--- config.mk ---
export PLATFORM = sky130hd
export DESIGN_NAME = fp_minmax
export DESIGN_NICKNAME = d
export VERILOG_FILES = /design/src/rtl/fpmm_pkg.sv /design/src/rtl/fpmm_classify.sv /design/src/rtl/fpmm_order.sv /design/src/rtl/fpmm_select.sv /design/src/rtl/fp_minmax.sv
export SDC_FILE = /design/constraint.sdc
export NUM_CORES = 1
export LEC_CHECK = 0
export BUFFER_PORTS_ARGS = -buffer_cell sky130_fd_sc_hd__buf_4
export CAP_MARGIN = 20
export CORE_UTILIZATION = 45
export DETAILED_ROUTE_END_ITERATION = 8
export GPL_ROUTABILITY_DRIVEN = 0
export GPL_TIMING_DRIVEN = 1
export PLACE_DENSITY = 0.91
export SETUP_SLACK_MARGIN = 0.4
export SYNTH_ARGS = -nofsm -noshare
export SYNTH_HDL_FRONTEND = slang
export SYNTH_HIERARCHICAL = 1
export SYNTH_SLANG_ARGS = --single-unit
--- constraint.sdc ---
create_clock -name vclk -period 3.6
set_input_delay 0.36 -clock vclk [all_inputs]
set_output_delay 0.36 -clock vclk [all_outputs]
set_load 0.01 [all_outputs]
--- src/rtl/fpmm_pkg.sv ---
`timescale 1ns/1ps
package fpmm_pkg;

  // Exponent field width for the supported binary formats.
  function automatic int exp_bits(input int w);
    return (w == 16) ? 5 : (w == 32) ? 8 : 11;
  endfunction

  // Mantissa field width: everything below sign and exponent.
  function automatic int man_bits(input int w);
    return w - 1 - exp_bits(w);
  endfunction

  // Per-operand classification used by the selector.
  typedef struct packed {
    logic sign;
    logic is_nan;
  } fp_class_t;

  // What the output multiplexer drives.
  typedef enum logic [1:0] {
    PICK_A    = 2'd0,
    PICK_B    = 2'd1,
    PICK_QNAN = 2'd2
  } pick_e;

endpackage

--- src/rtl/fpmm_classify.sv ---
`timescale 1ns/1ps
module fpmm_classify
  import fpmm_pkg::*;
#(
  parameter int W = 32
) (
  input  logic [W-1:0] op,
  output fp_class_t    cls
);

  localparam int EW = exp_bits(W);
  localparam int MW = man_bits(W);

  logic [EW-1:0] exp_f;
  logic [MW-1:0] man_f;

  always_comb begin
    exp_f      = op[W-2 -: EW];
    man_f      = op[MW-1:0];
    cls.sign   = op[W-1];
    // exponent saturated and a non-empty fraction
    cls.is_nan = (&exp_f) && (|man_f);
  end

endmodule

--- src/rtl/fpmm_order.sv ---
`timescale 1ns/1ps
module fpmm_order #(
  parameter int W = 32
) (
  input  logic [W-1:0] a,
  input  logic [W-1:0] b,
  output logic         b_wins_max,
  output logic         same
);

  localparam int MAGW = W - 1;

  logic [MAGW-1:0] mag_a;
  logic [MAGW-1:0] mag_b;
  logic            mag_lt;

  always_comb begin
    mag_a  = a[MAGW-1:0];
    mag_b  = b[MAGW-1:0];
    mag_lt = mag_a < mag_b;
    if (a[W-1] != b[W-1]) begin
      // a negative and b positive: b is larger
      b_wins_max = a[W-1];
    end else begin
      // same sign: larger magnitude wins unless both negative
      b_wins_max = mag_lt ^ a[W-1];
    end
    same = (a == b);
  end

endmodule

--- src/rtl/fpmm_select.sv ---
`timescale 1ns/1ps
module fpmm_select
  import fpmm_pkg::*;
(
  input  fp_class_t cls_a,
  input  fp_class_t cls_b,
  input  logic      b_wins_max,
  input  logic      same,
  input  logic      want_max,
  output pick_e     pick
);

  always_comb begin
    if (cls_a.is_nan && cls_b.is_nan) begin
      pick = PICK_QNAN;
    end else if (cls_a.is_nan) begin
      pick = PICK_B;
    end else if (cls_b.is_nan) begin
      pick = PICK_A;
    end else if (same) begin
      pick = PICK_A;
    end else if (want_max) begin
      pick = b_wins_max ? PICK_B : PICK_A;
    end else begin
      pick = b_wins_max ? PICK_A : PICK_B;
    end
  end

endmodule

--- src/rtl/fp_minmax.sv ---
`timescale 1ns/1ps
module fp_minmax
  import fpmm_pkg::*;
#(
  parameter int FP_W  = 32,
  parameter int TAG_W = 4
) (
  input  logic             in_valid,
  output logic             in_ready,
  input  logic [FP_W-1:0]  in_a,
  input  logic [FP_W-1:0]  in_b,
  input  logic             in_op_max,
  input  logic [TAG_W-1:0] in_tag,
  output logic             out_valid,
  input  logic             out_ready,
  output logic [FP_W-1:0]  out_res,
  output logic [TAG_W-1:0] out_tag
);

  localparam int EW = exp_bits(FP_W);
  localparam int MW = man_bits(FP_W);
  localparam logic [FP_W-1:0] QNAN = {1'b0, {EW{1'b1}}, 1'b1, {(MW-1){1'b0}}};
  localparam int NOPS = 2;

  logic [NOPS-1:0][FP_W-1:0] ops;
  fp_class_t [NOPS-1:0]      cls;
  logic                      b_wins_max;
  logic                      same;
  pick_e                     pick;

  assign ops[0] = in_a;
  assign ops[1] = in_b;

  for (genvar gi = 0; gi < NOPS; gi++) begin : g_cls
    fpmm_classify #(.W(FP_W)) u_cls (
      .op  (ops[gi]),
      .cls (cls[gi])
    );
  end

  fpmm_order #(.W(FP_W)) u_order (
    .a          (in_a),
    .b          (in_b),
    .b_wins_max (b_wins_max),
    .same       (same)
  );

  fpmm_select u_sel (
    .cls_a      (cls[0]),
    .cls_b      (cls[1]),
    .b_wins_max (b_wins_max),
    .same       (same),
    .want_max   (in_op_max),
    .pick       (pick)
  );

  always_comb begin
    case (pick)
      PICK_A:  out_res = in_a;
      PICK_B:  out_res = in_b;
      default: out_res = QNAN;
    endcase
  end

  assign out_tag   = in_tag;
  assign out_valid = in_valid;
  assign in_ready  = out_ready;

endmodule

==> metrics <==
M1 wire length ~2.8 mm; Via density ~6.3; Psw between 0.2 and 0.3 mW; leakage ~1.4 nW; Final Cell Area between 2000 and 3000 um2; DR vias 2323; Avg Cell Area, Syn between 7 and 8 um2; WHS Endpoint in_ready; crit share post-route 0.987; I/O Buffers slightly below 100; Worst VDD drop 106 uV; Core Util, Final 0.880; Pwr Density 200 nW/um2; Post-Syn Nets 323; die area slightly below 4000 um2; DP Area 2330 um2; combinational share of power 1.000; DR WL/cell 21.1 um; Internal ~0.33 mW; Initial Util 0.480; grt ovf 0; DRT iter0 DRCs 262; worst path cell trace buf_8 > inv_4 > ha_4 > a21oi_1 > o21ai_0 > a21oi_1 > o21ai_1 > a21oi_2 > mux2i_1 > xor2_1 > o31ai_4 > buf_4 > buf_16 > buf_4 > nor2b_1 > a211o_1 > buf_4; data required time of the critical path approximately 3.2 ns; synthesized cell area 1630 um2; Flop pwr share 0; Worst path slowest cell a211o_1; DP Worst Slack 0.212 ns; CP startpoint kind primary input; met3 WL post-DR 741 um; Max-slew headroom 0.675; remaining antenna violation count after routing 0; detailed-router iteration count before antenna repair 5; Die Ht ~62 um; largest net degree at the start of global routing 33; Max Freq around 280 MHz; Residual DRC 0; # IOs approximately 110; DRT Wirelength 7.77 mm; CP max stage delay roughly 0.29 ns; status finished, final reports clean; number of sequential cells 0; CTS Hold Bufs 0; Top delay family on crit path compound AO/OA/AOI/OAI gates; Hold/Removal Path Class in2out; clock power share 0; CP max FO 4; Final HPWL DP between 3 and 4 mm; CP Capture Type output port; Layout Nets approximately 430; arrival time at the worst endpoint 3.19 ns; vias in the first global route about 2100; Die X about 62 um; Synth Instances around 220; post-route setup slack 0.0461 ns; DR top layer met4; Buf+Inv Stages, Crit Path 6; Final Max Tran Viols 0; min Tclk post-route between 3 and 4 ns; storage element area 0 um2; Core Area 3390 um2; Max Cap Viol 0; WL met2 ~3.8 mm; GRT Total Usage 0.309; critical path class in2out; antenna diode count 0; Slew @ Worst Pin 0.482 ns; layout cells sized above 1 0.559; final hold violation count 0; final setup fails 0; RSZ-0062 raised after global routing yes; Most common cell on crit path buf_4; Area growth syn-to-layout 83.5%; switch share 0.453; clkbuf count 0; num rows 21; antenna violations before repair 0; Worst Hold Path Cells 0; fillcell total approximately 150; Yosys Warn Count 6; Sum Neg Setup Slack 0 ns; first-pass GRT wire length slightly below 10 mm; hold path startpoint out_ready
power by group through the flow:
stage          clock network (mW)  registers [mW]  logic (mW)
3_5_place_dp                    0               0       0.398
6_report                        0               0       0.598
3_3_place_gp                    0               0       0.389
2_1_floorplan                   0               0       0.235
4_1_cts                         0               0       0.503
5_1_grt                         0               0       0.623
repair_timing:
item | 4_1_cts | 5_1_grt
gates cloned | 2 | 2
pin swaps | 16 | 14
resized for setup | 52 | 21
setup buffers | 7 | 3
endpoints found under the setup margin | 32 | 32
through the flow:
| step | hold WS (ns) | total power [mW] | instances |
|---|---|---|---|
| detailed placement | 0.720 | 0.398 | 353 |
| CTS | 0.720 | 0.503 | 362 |
| floorplan | 0.812 | 0.235 | 221 |
| global route | 0.720 | 0.623 | 368 |
| finish | 0.720 | 0.598 | 368 |
| global placement | 0.720 | 0.389 | 353 |
per-layer routing:
layer | global-route usage | up-vias
met5 | 0 | -
met4 | 0.0843 | 0
met3 | 0.0404 | 68
met2 | 0.610 | 212
met1 | 0.338 | 1053
li1 | - | 990
layout make-up:
| type | instances | area (um2) | share of cell area |
|---|---|---|---|
| tap | 46 | 57.6 | 0.0193 |
| multi-input combinational | 175 | 1780 | 0.597 |
| inverter | 33 | 131 | 0.0440 |
| timing repair buffer | 114 | 1010 | 0.340 |
layout by cell type (no fill, tap or decap), drive strengths merged, types with 5 or more instances in the layout:
| cell type | n |
|---|---|
| mux2i | 24 |
| nand2 | 9 |
| nor2 | 29 |
| o21ai | 5 |
| inv | 33 |
| nor4 | 12 |
| a21oi | 13 |
| nand4 | 12 |
| nor2b | 6 |
| a211o | 9 |
| ha | 31 |
| buf | 112 |
| nand3 | 5 |
how the worst max path moves through the flow:
| stage | cells past startpoint | to | slack [ns] | startpoint |
|---|---|---|---|---|
| 2_1_floorplan | 14 | out_res[10] | 0.58 | in_b[7] |
| 3_3_place_gp | 14 | out_res[24] | 0.27 | in_a[7] |
| 3_5_place_dp | 14 | out_res[23] | 0.21 | in_a[29] |
| 4_1_cts | 16 | out_res[0] | 0.38 | in_a[27] |
| 5_1_grt | 16 | out_res[6] | 0.1 | in_b[22] |
| 6_report | 17 | out_res[27] | 0.05 | in_b[26] |
(Power assumes the default switching activity.)
